**src/rtl/prot_insn_pkg.sv**
```systemverilog
// Shared types and helpers for the protected-instruction checker.
// Assumes byte 1 of an instruction is the opcode byte.
package prot_insn_pkg;

    localparam int BYTE_W   = 8;
    localparam int PROT_NUM = 6;
    localparam int MAP_W    = 1 << BYTE_W;

    typedef logic [BYTE_W-1:0] byte_t;

    typedef struct packed {
        byte_t b1;
        byte_t b2;
        byte_t b3;
        byte_t b4;
    } insn_word_t;

    // Default unimplemented map: top bit set and low nibble all ones.
    function automatic logic [MAP_W-1:0] default_undef_map();
        logic [MAP_W-1:0] m;
        m = '0;
        for (int i = 0; i < MAP_W; i++) begin
            m[i] = (i[3:0] == 4'hF) && i[7];
        end
        return m;
    endfunction

endpackage

```
**src/rtl/prot_slot_match.sv**
```systemverilog
// One guarded-instruction slot: hit means the opcode byte names this slot,
// ok means the full redundant encoding is also intact.
// Assumes CODE is unique among the slots.
module prot_slot_match
    import prot_insn_pkg::*;
#(
    parameter byte_t CODE = 8'hB7
) (
    input  insn_word_t word,
    output logic       hit,
    output logic       ok
);
    localparam byte_t CODE_INV = ~CODE;

    logic inv_good;
    logic rep_good;

    // Compare byte 2 against the derived inverse, bytes 3 and 4 against byte 1.
    always_comb begin
        hit      = (word.b1 == CODE);
        inv_good = (word.b2 == CODE_INV);
        rep_good = (word.b3 == CODE) && (word.b4 == CODE);
        ok       = hit && inv_good && rep_good;
    end
endmodule

```
**src/rtl/prot_opcode_class.sv**
```systemverilog
// Classifies one instruction word: per-slot good encodings, a guarded
// opcode with a broken encoding, or an unimplemented opcode.
// Assumes guarded codes are distinct; guarded codes take precedence over the map.
module prot_opcode_class
    import prot_insn_pkg::*;
#(
    parameter int                          NSLOT     = PROT_NUM,
    parameter logic [NSLOT*BYTE_W-1:0]     CODES     = '0,
    parameter logic [MAP_W-1:0]            UNDEF_MAP = default_undef_map()
) (
    input  insn_word_t       word,
    output logic [NSLOT-1:0] exec_vec,
    output logic             prot_bad,
    output logic             undef_op
);
    logic [NSLOT-1:0] hit_vec;
    logic [NSLOT-1:0] ok_vec;

    for (genvar s = 0; s < NSLOT; s++) begin : g_slot
        prot_slot_match #(
            .CODE(CODES[s*BYTE_W +: BYTE_W])
        ) i_slot (
            .word(word),
            .hit (hit_vec[s]),
            .ok  (ok_vec[s])
        );
    end

    // Merge slot results into enables and the two fault classes.
    always_comb begin
        exec_vec = ok_vec;
        prot_bad = (|hit_vec) && !(|ok_vec);
        undef_op = !(|hit_vec) && UNDEF_MAP[word.b1];
    end
endmodule

```
**src/rtl/prot_trap_regs.sv**
```systemverilog
// Output register stage: execute pulses, trap pulse, return address
// capture and sticky fault flags with write-one-to-clear.
// Assumes exec_vec, prot_bad and undef_op are mutually exclusive.
module prot_trap_regs #(
    parameter int NSLOT  = 6,
    parameter int ADDR_W = 16
) (
    input  logic              clk,
    input  logic              rst_n,
    input  logic              ins_valid,
    input  logic [NSLOT-1:0]  exec_vec,
    input  logic              prot_bad,
    input  logic              undef_op,
    input  logic [ADDR_W-1:0] ins_addr,
    input  logic [1:0]        flag_clr,
    output logic [NSLOT-1:0]  exec_en,
    output logic              trap_req,
    output logic [ADDR_W-1:0] trap_ret_addr,
    output logic              flag_prot,
    output logic              flag_undef
);
    logic trap_now;

    // A trap is taken for any valid instruction in either fault class.
    always_comb trap_now = ins_valid && (prot_bad || undef_op);

    // Execute enable pulse for a well-formed guarded instruction.
    always_ff @(posedge clk) begin
        if (!rst_n) exec_en <= '0;
        else        exec_en <= ins_valid ? exec_vec : '0;
    end

    // Trap request pulse.
    always_ff @(posedge clk) begin
        if (!rst_n) trap_req <= 1'b0;
        else        trap_req <= trap_now;
    end

    // Capture the faulting instruction's own address as the return address.
    always_ff @(posedge clk) begin
        if (!rst_n)        trap_ret_addr <= '0;
        else if (trap_now) trap_ret_addr <= ins_addr;
    end

    // Sticky flags; a new event wins over a same-cycle clear.
    always_ff @(posedge clk) begin
        if (!rst_n) begin
            flag_prot  <= 1'b0;
            flag_undef <= 1'b0;
        end else begin
            flag_prot  <= (flag_prot  && !flag_clr[0]) || (ins_valid && prot_bad);
            flag_undef <= (flag_undef && !flag_clr[1]) || (ins_valid && undef_op);
        end
    end

    AST_EXEC_ONEHOT: assert property (@(posedge clk) disable iff (!rst_n)
        $onehot0(exec_en));
    AST_TRAP_NO_EXEC: assert property (@(posedge clk) disable iff (!rst_n)
        trap_req |-> (exec_en == '0));
    AST_TRAP_HAS_FLAG: assert property (@(posedge clk) disable iff (!rst_n)
        trap_req |-> (flag_prot || flag_undef));
    AST_RET_ADDR: assert property (@(posedge clk) disable iff (!rst_n)
        ins_valid && (prot_bad || undef_op) |=> (trap_ret_addr == $past(ins_addr)));
    AST_QUIET_IDLE: assert property (@(posedge clk) disable iff (!rst_n)
        !ins_valid |=> (!trap_req && exec_en == '0 && $stable(trap_ret_addr)));
    AST_PROT_STICKY: assert property (@(posedge clk) disable iff (!rst_n)
        flag_prot && !flag_clr[0] |=> flag_prot);
    AST_UNDEF_STICKY: assert property (@(posedge clk) disable iff (!rst_n)
        flag_undef && !flag_clr[1] |=> flag_undef);
endmodule

```
**src/rtl/prot_insn_check.sv**
```systemverilog
// Top: checks the redundant four-byte encoding of guarded system
// instructions, flags unimplemented opcodes and requests traps.
// Assumes one instruction per valid cycle; results appear one cycle later.
module prot_insn_check
    import prot_insn_pkg::*;
#(
    parameter int                ADDR_W         = 16,
    parameter logic [7:0]        CODE_WDOG_OFF  = 8'hA5,
    parameter logic [7:0]        CODE_WDOG_KICK = 8'hA7,
    parameter logic [7:0]        CODE_INIT_DONE = 8'hB5,
    parameter logic [7:0]        CODE_IDLE      = 8'h87,
    parameter logic [7:0]        CODE_SLEEP     = 8'h97,
    parameter logic [255:0]      UNDEF_MAP      = default_undef_map()
) (
    input  logic              clk,
    input  logic              rst_n,
    input  logic              ins_valid,
    input  logic [7:0]        ins_byte1,
    input  logic [7:0]        ins_byte2,
    input  logic [7:0]        ins_byte3,
    input  logic [7:0]        ins_byte4,
    input  logic [ADDR_W-1:0] ins_addr,
    input  logic [1:0]        flag_clr,
    output logic [5:0]        exec_en,
    output logic              trap_req,
    output logic [ADDR_W-1:0] trap_ret_addr,
    output logic              flag_prot,
    output logic              flag_undef
);
    localparam byte_t SWRESET_CODE = 8'hB7;
    localparam logic [PROT_NUM*BYTE_W-1:0] CODES =
        {CODE_SLEEP, CODE_IDLE, CODE_INIT_DONE, CODE_WDOG_KICK, CODE_WDOG_OFF, SWRESET_CODE};

    insn_word_t          word;
    logic [PROT_NUM-1:0] exec_vec;
    logic                prot_bad;
    logic                undef_op;

    // Pack the four byte ports into one instruction word.
    always_comb word = '{b1: ins_byte1, b2: ins_byte2, b3: ins_byte3, b4: ins_byte4};

    prot_opcode_class #(
        .NSLOT    (PROT_NUM),
        .CODES    (CODES),
        .UNDEF_MAP(UNDEF_MAP)
    ) i_class (
        .word    (word),
        .exec_vec(exec_vec),
        .prot_bad(prot_bad),
        .undef_op(undef_op)
    );

    prot_trap_regs #(
        .NSLOT (PROT_NUM),
        .ADDR_W(ADDR_W)
    ) i_regs (
        .clk          (clk),
        .rst_n        (rst_n),
        .ins_valid    (ins_valid),
        .exec_vec     (exec_vec),
        .prot_bad     (prot_bad),
        .undef_op     (undef_op),
        .ins_addr     (ins_addr),
        .flag_clr     (flag_clr),
        .exec_en      (exec_en),
        .trap_req     (trap_req),
        .trap_ret_addr(trap_ret_addr),
        .flag_prot    (flag_prot),
        .flag_undef   (flag_undef)
    );
endmodule

```
**config.mk**
```make
export PLATFORM = sky130hd
export DESIGN_NAME = prot_insn_check
export DESIGN_NICKNAME = d
export VERILOG_FILES = /design/src/rtl/prot_insn_pkg.sv /design/src/rtl/prot_slot_match.sv /design/src/rtl/prot_opcode_class.sv /design/src/rtl/prot_trap_regs.sv /design/src/rtl/prot_insn_check.sv
export SDC_FILE = /design/constraint.sdc
export NUM_CORES = 1
export LEC_CHECK = 0
export ABC_AREA = 1
export ABC_CLOCK_PERIOD_IN_PS = 1400
export BUFFER_PORTS_ARGS = -buffer_cell sky130_fd_sc_hd__buf_4
export CAP_MARGIN = 20
export CORE_ASPECT_RATIO = 0.75
export CORE_MARGIN = 8
export CORE_UTILIZATION = 43
export DETAILED_ROUTE_END_ITERATION = 6
export PLACE_DENSITY_LB_ADDON = 0.25
export SETUP_SLACK_MARGIN = 0.3
export SYNTH_ARGS = -nofsm -noshare
export SYNTH_HDL_FRONTEND = slang
export SYNTH_SLANG_ARGS = --single-unit
```
**constraint.sdc**
```tcl
create_clock -name clk -period 1.4 [get_ports clk]
set_input_delay 0.21 -clock clk [delete_from_list [all_inputs] [get_ports clk]]
set_output_delay 0.21 -clock clk [all_outputs]
set_load 0.005 [all_outputs]
```
== Word level (Yosys, flattened, before mapping) ==
Memory sizes are Yosys's and may differ from the RTL's.
Index checks and enable logic that the tools add are counted.
Word-level totals
  memories: 1
  ROM bits: 256
  output and inout bits: 25
  bits in registers: 25
  word-level logic and storage cells: 67
  bits of input ports: 53
Operators by class
  reductions and logical operators: 35
  multiplexer cells: 1
  order comparisons: 1
  eq/ne operators: 24
Memory list
  (no name shown): words 256, width 1, read ports 1, clocked after Yosys merged registers in 0, write ports 0, line prot_opcode_class.sv:33  | undef_op = !(|hit_vec) && UNDEF_MAP[word.b1];
Operators with widths (count)
  $eq 8x8->1 const B: 18
  $eq 8x7->1 const B: 6
  $logic_and 1x1->1: 25
  $reduce_or 6->1: 2
  $lt 8x9->1 const B: 1
  $logic_not 1->1: 4
  $logic_or 1x1->1: 3
  $reduce_and 2->1: 1
  $mux 1: 1

== Longest topological paths before layout ==
Gate-level depths: netlist of run 1.
  word-level depth: 8
  mapped depth: 13
  mapped depth without buffers: 12

== Modules after synthesis ==
Synthesis of run 1 repeated with hierarchy kept, for this count alone.
Unflattened totals
  cell total of the unflattened synthesis: 404
  area, all modules: 2053.2 sq um
Modules (own cells, without submodules)
  prot_trap_regs: cells an instance 136, seq. area each 500.5 sq um, area an instance 1007.2 sq um, times used 1
  prot_slot_match (i_class.g_slot[2].i_slot ...): cells an instance 44, seq. area each 0.0 sq um, area an instance 170.2 sq um, times used 2
  prot_slot_match (i_class.g_slot[3].i_slot): cells an instance 45, seq. area each 0.0 sq um, area an instance 173.9 sq um, times used 1
  prot_slot_match (i_class.g_slot[1].i_slot): cells an instance 43, seq. area each 0.0 sq um, area an instance 163.9 sq um, times used 1
  prot_slot_match (i_class.g_slot[0].i_slot): cells an instance 38, seq. area each 0.0 sq um, area an instance 150.1 sq um, times used 1
  prot_slot_match (i_class.g_slot[4].i_slot): cells an instance 37, seq. area each 0.0 sq um, area an instance 148.9 sq um, times used 1
  prot_opcode_class: cells an instance 17, seq. area each 0.0 sq um, area an instance 68.8 sq um, times used 1

== Least setup slack after synthesis of run 1 ==
Ideal clock, no wire load.
  path kind: input port to flip-flop
  start point: in ins_byte3[3]
  end point: reg i_regs.trap_ret_addr[0]
  buffers on the path: 1
  stages: 13
  setup time: 0.114 ns
  data arrival time: 1.285 ns
  data required time: 1.286 ns
  setup slack: 0.001 ns
  cells stage by stage: inv_1 nand2_1 nor2_4 nand2_1 nor2_1 nand2_1 a21oi_2 nor2_2 nand2_4 buf_8 nand3_2 nand2_1 nor2_2
On the way
  cells in the longest elaborated chain, start to end: 8
  elaborated cells between the ends (all ways): 23
  those cells by class: eq/ne: 6; reduce/logical: 17
RTL lines
  from (decl): line prot_insn_check.sv:20  | input logic [7:0] ins_byte3,
  $eq 8x8->1: line prot_slot_match.sv:22  | rep_good = (word.b3 == CODE) && (word.b4 == CODE);
  $logic_and 1x1->1: line prot_slot_match.sv:22
  $logic_and 1x1->1: line prot_slot_match.sv:23  | ok = hit && inv_good && rep_good;
  $reduce_or 6->1 (*): line prot_opcode_class.sv:32  | prot_bad = (|hit_vec) && !(|ok_vec);
  $logic_not 1->1 (*): line prot_opcode_class.sv:32
  $logic_and 1x1->1 (*): line prot_opcode_class.sv:32
  $logic_or 1x1->1 (*): line prot_trap_regs.sv:25  | always_comb trap_now = ins_valid && (prot_bad || undef_op);
  $logic_and 1x1->1 (*): line prot_trap_regs.sv:25
  to (signal assigned): line prot_trap_regs.sv:42  | else if (trap_now) trap_ret_addr <= ins_addr;
  to (decl): line prot_trap_regs.sv:18  | output logic [ADDR_W-1:0] trap_ret_addr,
Mark *: on every way between the ends. The rest lies on a longest branch, timed or not.
A chain may end at the register's enable or synchronous reset.

== Final worst setup path of run 1 ==
  start point: in ins_byte2[7]
  end point: reg i_regs.trap_ret_addr[12]
On the way
  cells in the longest elaborated chain, start to end: 8
  elaborated cells between the ends (all ways): 23
  those cells by class: eq/ne: 6; reduce/logical: 17
RTL lines
  from (decl): line prot_insn_check.sv:19  | input logic [7:0] ins_byte2,
  $eq 8x7->1: line prot_slot_match.sv:21  | inv_good = (word.b2 == CODE_INV);
  $logic_and 1x1->1 (2 in a row): line prot_slot_match.sv:23
  $reduce_or 6->1 (*): line prot_opcode_class.sv:32
  $logic_not 1->1 (*): line prot_opcode_class.sv:32
  $logic_and 1x1->1 (*): line prot_opcode_class.sv:32
  $logic_or 1x1->1 (*): line prot_trap_regs.sv:25
  $logic_and 1x1->1 (*): line prot_trap_regs.sv:25
Marks and branches as above.

==> flow_metrics.env, run 1 <==
export IMPL_status="complete, no violations"
export IMPL_synthSimpleGateAreaFrac=0.5745
export IMPL_syn_inst=302
export IMPL_drt_iter0_markers=102
export IMPL_finalSetupViolations=0
export IMPL_grt_max_degree=19
export IMPL_internal_power_mw=1.148
export IMPL_met2WireLength_um=2711
export IMPL_synth_nets=355
export IMPL_hold_violations=0
export IMPL_finalCritPeriodShare=0.9351
export IMPL_row_count=20
export IMPL_instances_no_fill=465
export IMPL_crit_top_cell="nor2_2"
export IMPL_cp_data_arrival_time_ns=1.47
export IMPL_switching_share=0.2787
export IMPL_drive_above_1_share=0.5585
export IMPL_top_layer="met4"
export IMPL_place_congestion=0.8530
export IMPL_ys_types=23
export IMPL_dieArea_um2=6429
export IMPL_yosysSeqAreaShare=0.2837
export IMPL_cts_tree="yes"
export IMPL_cts_root_buffer="clkbuf_8"
export IMPL_pwr_share_seq=0.458
export IMPL_wl_met3_um=397
export IMPL_hp_class="in -> reg"
export IMPL_core_um2=4004
export IMPL_hold_slack_ns=0.1466
export IMPL_pwr_share_clk=0.261
export IMPL_leakage_nw=1.528
export IMPL_slowest_delay_ns=0.19
export IMPL_drc=0
export IMPL_cts_sinks=25
export IMPL_worst_pin_slew_ns=0.2190
export IMPL_cts_buffer_depth=2
export IMPL_grt_use_total=0.1655
export IMPL_multi_input_area_um2=1389
export IMPL_fin_ws_ns=0.09087
export IMPL_finalMaxSlewViolations=0
export IMPL_clk_pin_slew_ns=0.08
export IMPL_cellPowerDensity_nw_per_um2=498.5
export IMPL_worst_path_max_delay_cell="buf_12"
export IMPL_postRouteAntennaNets=0
export IMPL_power_mw=1.591
export IMPL_synth_top_family_by_area="simple AND/OR/NAND/NOR gates"
export IMPL_synthMuxAreaShare=0
export IMPL_cts_inserted_buffers=3
export IMPL_numPortBuffers=77
export IMPL_synth_top_cell_by_area="dfxtp_1"
export IMPL_seq_area_um2=500.5
export IMPL_min_period_ns=1.309
export IMPL_cp_max_fo=5
export IMPL_ir_worst_vdd_mv=0.4656
export IMPL_slew_headroom=0.8539
export IMPL_crit_chain="buf_6 > inv_4 > nand2_4 > nor2_4 > buf_6 > nand2_4 > nor2_2 > nand2_1 > nand2_1 > nor2_2 > nand4_4 > buf_12 > nor2_4 > nor2_2"
export IMPL_end_kind="flip-flop"
export IMPL_mostFrequentLayoutCells="81 x buf_4, 59 x nand2_1, 41 x nor2_1, 33 x nor2_2, 33 x inv_1"
export IMPL_synth_top_area_share=0.2837
export IMPL_fp_dieH_um=71.47
export IMPL_pre_cts_ws_ns=-0.2776
export IMPL_dieWidth_um=89.96
export IMPL_combPwrFrac=0.281
export IMPL_overflow=0
export IMPL_synth_xor_area_frac=0
export IMPL_num_vias=2139
export IMPL_yosys_top_cells_area="dfxtp_1 28%, nand2_1 19%, nor2_1 16%"
export IMPL_clock_latency_ns=0.26
export IMPL_wl_um=5723
export IMPL_htreeDepth=1
export IMPL_synth_fa_ha_area_frac=0
export IMPL_layout_commonest_cell="buf_4"
export IMPL_synth_compound_area_frac=0.01915
export IMPL_io_pins=78
export IMPL_synth_seq_cells=25
export IMPL_drt_wirelength_per_cell_um=12.31
export IMPL_start_kind="input port"
export IMPL_dp_hpwl_um=4042
export IMPL_grt_pass1_vias=2025
export IMPL_drt_met1_wl_um=2591
export IMPL_area_growth_pct=80.92
export IMPL_final_nets=464
export IMPL_yosysWarnings=0
export IMPL_vias_per_cell=4.600
export IMPL_avgSynthCellArea_um2=5.842
export IMPL_critPathKind="in -> reg"
export IMPL_fin_skew_ns=0
export IMPL_grt_first_pass_wirelength_um=9101
export IMPL_setup_tns_ns=0
export IMPL_dpl_cell_count=448
export IMPL_max_cap_viol_count=0
export IMPL_p_sw_mw=0.4435
export IMPL_fillCellCount=278
export IMPL_num_antenna_cells=0
export IMPL_antenna_found_initial=0
export IMPL_worstPathRequired_ns=1.56
export IMPL_drt_pass1_iter_count=4
export IMPL_fmax_mhz=763.9
export IMPL_netlist_area_um2=1764
export IMPL_rsz0062_at_grt="yes"
export IMPL_start_util=0.4406
==> final cells by class <==
class / count / share of cell area
clock buffers: 3 / 0.01294
multi-input cells: 226 / 0.4351
well taps: 55 / 0.02156
inverters: 48 / 0.07134
flip-flops and latches: 25 / 0.1568
clock inverters: 1 / 0.002352
repair buffers: 107 / 0.2999
==> state kept, by name, summed over array words and instances (netlist names) <==
register              cells
i_regs.trap_ret_addr     16
i_regs.exec_en            6
i_regs.flag_prot          1
i_regs.flag_undef         1
i_regs.trap_req           1
==> cell usage after synthesis, drive strengths merged <==
cell type	count
nand2	91
nor3	2
clkbuf	1
nand4	5
nor2	94
a21oi	3
buf	4
nand3	24
inv	47
o21ai	3
dfxtp	25
clkinv	1
nand3b	2
==> power groups by stage <==
stage	combinational [mW]	clock, mW	sequential, mW
6_report	0.447	0.415	0.729
5_1_grt	0.481	0.474	0.731
4_1_cts	0.408	0.426	0.729
3_5_place_dp	0.354	0	0.746
3_3_place_gp	0.348	0	0.745
2_1_floorplan	0.153	0	0.746
==> cells by family after synthesis <==
kind of cell,after synthesis
AND/OR/NAND/NOR,218
buffers and inverters,53
AO/OA/AOI/OAI,6
flip-flops,25
==> stage by stage <==
step	util	area [um2]
2_1_floorplan	-	1878
3_3_place_gp	0.6625	2653
3_5_place_dp	0.6625	2653
4_1_cts	0.7491	2999
5_1_grt	0.7972	3192
6_report	0.7972	3192
==> critical path: cells and delay by family <==
family	cells	cell delay, ns
and+or+nand+nor	10	0.84
buffers and inverters	4	0.40
==> routing by layer <==
metal / track usage / vias up
met5: 0 / -
met4: 0.02757 / 0
met3: 0.05010 / 2
li1: - / 1126
met2: 0.2712 / 64
met1: 0.2118 / 947
==> repair_timing <==
| action | CTS | global route |
|---|---|---|
| endpoints found under the setup margin | 18 | 20 |
| cloned | 2 | 1 |
| setup buffers | 7 | 3 |
| pin swaps | 25 | 48 |
| hold buffers | 0 | 0 |
| gates resized for setup | 57 | 49 |
==> path summary, 6_finish.rpt <==
kind | from | slack (ns) | to | cells past startpoint
setup / recovery | ins_byte2[7] | 0.09 | i_regs.trap_ret_addr[12] | 14
hold reg to reg | i_regs.flag_undef | 0.48 | i_regs.flag_undef | 2
hold / removal | ins_addr[5] | 0.15 | i_regs.trap_ret_addr[5] | 3
setup reg to reg | i_regs.trap_ret_addr[12] | 0.69 | i_regs.trap_ret_addr[12] | 4
Note: power is estimated with default switching activity, not from simulation.
==> run 2, diff against run 1 <==
Settings changed: REMOVE_ABC_BUFFERS set to 1.
==> flow_metrics.env, run 2 (synthesized netlist as in run 1, its figures left out) <==
export IMPL_mostFrequentLayoutCells="90 x buf_4, 59 x nand2_1, 54 x nor2_1, 32 x inv_1, 25 x dfxtp_1"
export IMPL_wl_um=6689
export IMPL_drt_pass1_iter_count=4
export IMPL_multi_input_area_um2=1428
export IMPL_dp_hpwl_um=4054
export IMPL_worstPathRequired_ns=1.58
export IMPL_numPortBuffers=77
export IMPL_reg2reg_slack_ns=0.71
export IMPL_dieArea_um2=6429
export IMPL_p_sw_mw=0.4597
export IMPL_cts_root_buffer="clkbuf_8"
export IMPL_cts_tree="yes"
export IMPL_start_util=0.4406
export IMPL_ir_worst_vdd_mv=0.3499
export IMPL_row_count=20
export IMPL_max_cap_viol_count=0
export IMPL_min_period_ns=1.326
export IMPL_drt_wirelength_per_cell_um=14.29
export IMPL_overflow=0
export IMPL_reg2reg_to="i_regs.trap_ret_addr[8]"
export IMPL_slew_headroom=0.8246
export IMPL_num_antenna_cells=0
export IMPL_leakage_nw=1.543
export IMPL_hp_class="in -> reg"
export IMPL_combPwrFrac=0.269
export IMPL_rsz0062_at_grt="yes"
export IMPL_internal_power_mw=1.137
export IMPL_pwr_share_seq=0.457
export IMPL_htreeDepth=1
export IMPL_fin_skew_ns=0
export IMPL_cellPowerDensity_nw_per_um2=509.5
export IMPL_core_um2=4004
export IMPL_io_pins=78
export IMPL_cts_buffer_depth=2
export IMPL_vias_per_cell=5.030
export IMPL_min_delay_path_depth=3
export IMPL_worst_pin_slew_ns=0.2625
export IMPL_place_congestion=0.9053
export IMPL_biggestRegsByFlops="i_regs.trap_ret_addr (16), i_regs.exec_en (6)"
export IMPL_antenna_found_initial=0
export IMPL_postRouteAntennaNets=0
export IMPL_drt_iter0_markers=261
export IMPL_finalMaxSlewViolations=0
export IMPL_seq_area_um2=500.5
export IMPL_pwr_share_clk=0.273
export IMPL_drive_above_1_share=0.5545
export IMPL_finalCritPeriodShare=0.9472
export IMPL_grt_max_degree=19
export IMPL_largest_reg_flops=16
export IMPL_fp_dieH_um=71.47
export IMPL_fillCellCount=271
export IMPL_clk_pin_slew_ns=0.09
export IMPL_reg2reg_depth=4
export IMPL_area_growth_pct=77.59
export IMPL_num_vias=2354
export IMPL_switching_share=0.2880
export IMPL_cts_sinks=25
export IMPL_grt_first_pass_wirelength_um=9480
export IMPL_grt_use_total=0.1737
export IMPL_end_kind="flip-flop"
export IMPL_fmax_mhz=754.1
export IMPL_critPathKind="in -> reg"
export IMPL_hp_start="ins_addr[6]"
export IMPL_start_kind="input port"
export IMPL_clock_latency_ns=0.27
export IMPL_final_nets=467
export IMPL_cts_inserted_buffers=3
export IMPL_grt_pass1_vias=2144
export IMPL_hold_slack_ns=0.1485
export IMPL_dieWidth_um=89.96
export IMPL_power_mw=1.596
export IMPL_rr_startpoint="i_regs.trap_ret_addr[8]"
export IMPL_layout_commonest_cell="buf_4"
export IMPL_finalSetupViolations=0
export IMPL_cp_max_fo=8
export IMPL_top_register="i_regs.trap_ret_addr"
export IMPL_drc=0
export IMPL_status="complete, no violations"
export IMPL_hold_violations=0
export IMPL_top_layer="met4"
export IMPL_drt_met1_wl_um=2558
export IMPL_wl_met3_um=611
export IMPL_cts_hold_buf=0
export IMPL_met2WireLength_um=3240
export IMPL_cp_data_arrival_time_ns=1.50
export IMPL_whs_endpoint="i_regs.trap_ret_addr[6]"
## run 2: cell count changes in the layout (fill, tap and decap cells not counted), sizes merged
cell and delta:
buf +2, nand4 +2, clkbuf -1, clkinv -1, inv +1
## run 2: power by group through the flow
stage / combinational [mW] / clock, mW / sequential [mW]
after floorplan: 0.119 / 0 / 0.746
after global routing: 0.464 / 0.477 / 0.731
after global placement: 0.307 / 0 / 0.745
after detailed placement: 0.313 / 0 / 0.746
after CTS: 0.392 / 0.429 / 0.729
final: 0.430 / 0.436 / 0.730
## run 2: layout make-up
| cell class | count | area share |
|---|---|---|
| Clock buffer | 3 | 0.01318 |
| Clock inverter | 1 | 0.002396 |
| Inverter | 48 | 0.06150 |
| Multi-Input combinational cell | 228 | 0.4557 |
| Sequential cell | 25 | 0.1597 |
| Tap cell | 55 | 0.02196 |
| Timing Repair Buffer | 108 | 0.2855 |
## run 2: per-layer routing
layer | vias up | GRT usage
li1 | 1135 | -
met1 | 1042 | 0.2074
met2 | 144 | 0.3046
met3 | 33 | 0.04175
met4 | 0 | 0.04779
met5 | - | 0
## run 2: worst max-delay path by stage
stage	end	from
final	i_regs.trap_ret_addr[11]	ins_byte4[4]
after global placement	i_regs.trap_ret_addr[1]	ins_byte1[7]
after global routing	i_regs.trap_ret_addr[15]	ins_byte4[4]
after CTS	i_regs.trap_ret_addr[13]	ins_byte1[6]
after detailed placement	i_regs.trap_ret_addr[5]	ins_byte3[3]
after floorplan	i_regs.trap_ret_addr[2]	ins_byte1[0]
## run 2: critical path, stage by stage
cell      delay (ns)
buf_4           0.13
inv_1           0.06
nand2_1         0.08
nor2_1          0.15
nand2_1         0.12
nand3b_1        0.21
nand2_2         0.11
nor2_4          0.07
nand2_4         0.15
nand3_2         0.09
nand2_2         0.08
nor2_2          0.03
## run 2: through the flow
| stage | cells | util | setup TNS [ns] | setup slack (ns) | instance area [um2] |
|---|---|---|---|---|---|
| detailed placement | 445 | 0.6263 | -3.946 | -0.2526 | 2507 |
| global placement | 445 | 0.6263 | -3.566 | -0.2178 | 2507 |
| floorplan | 297 | - | 0 | 0.01960 | 1728 |
| finish | 468 | 0.7825 | 0 | 0.07391 | 3133 |
| global route | 468 | 0.7825 | -0.04745 | -0.01312 | 3133 |
| CTS | 464 | 0.7388 | 0 | 0.1610 | 2958 |
## run 2: timing repair
item	CTS	global route
buffers inserted	11	4
gates resized for setup	78	45
endpoints found under the setup margin	18	20
pin swaps	35	29
gates cloned	4	0
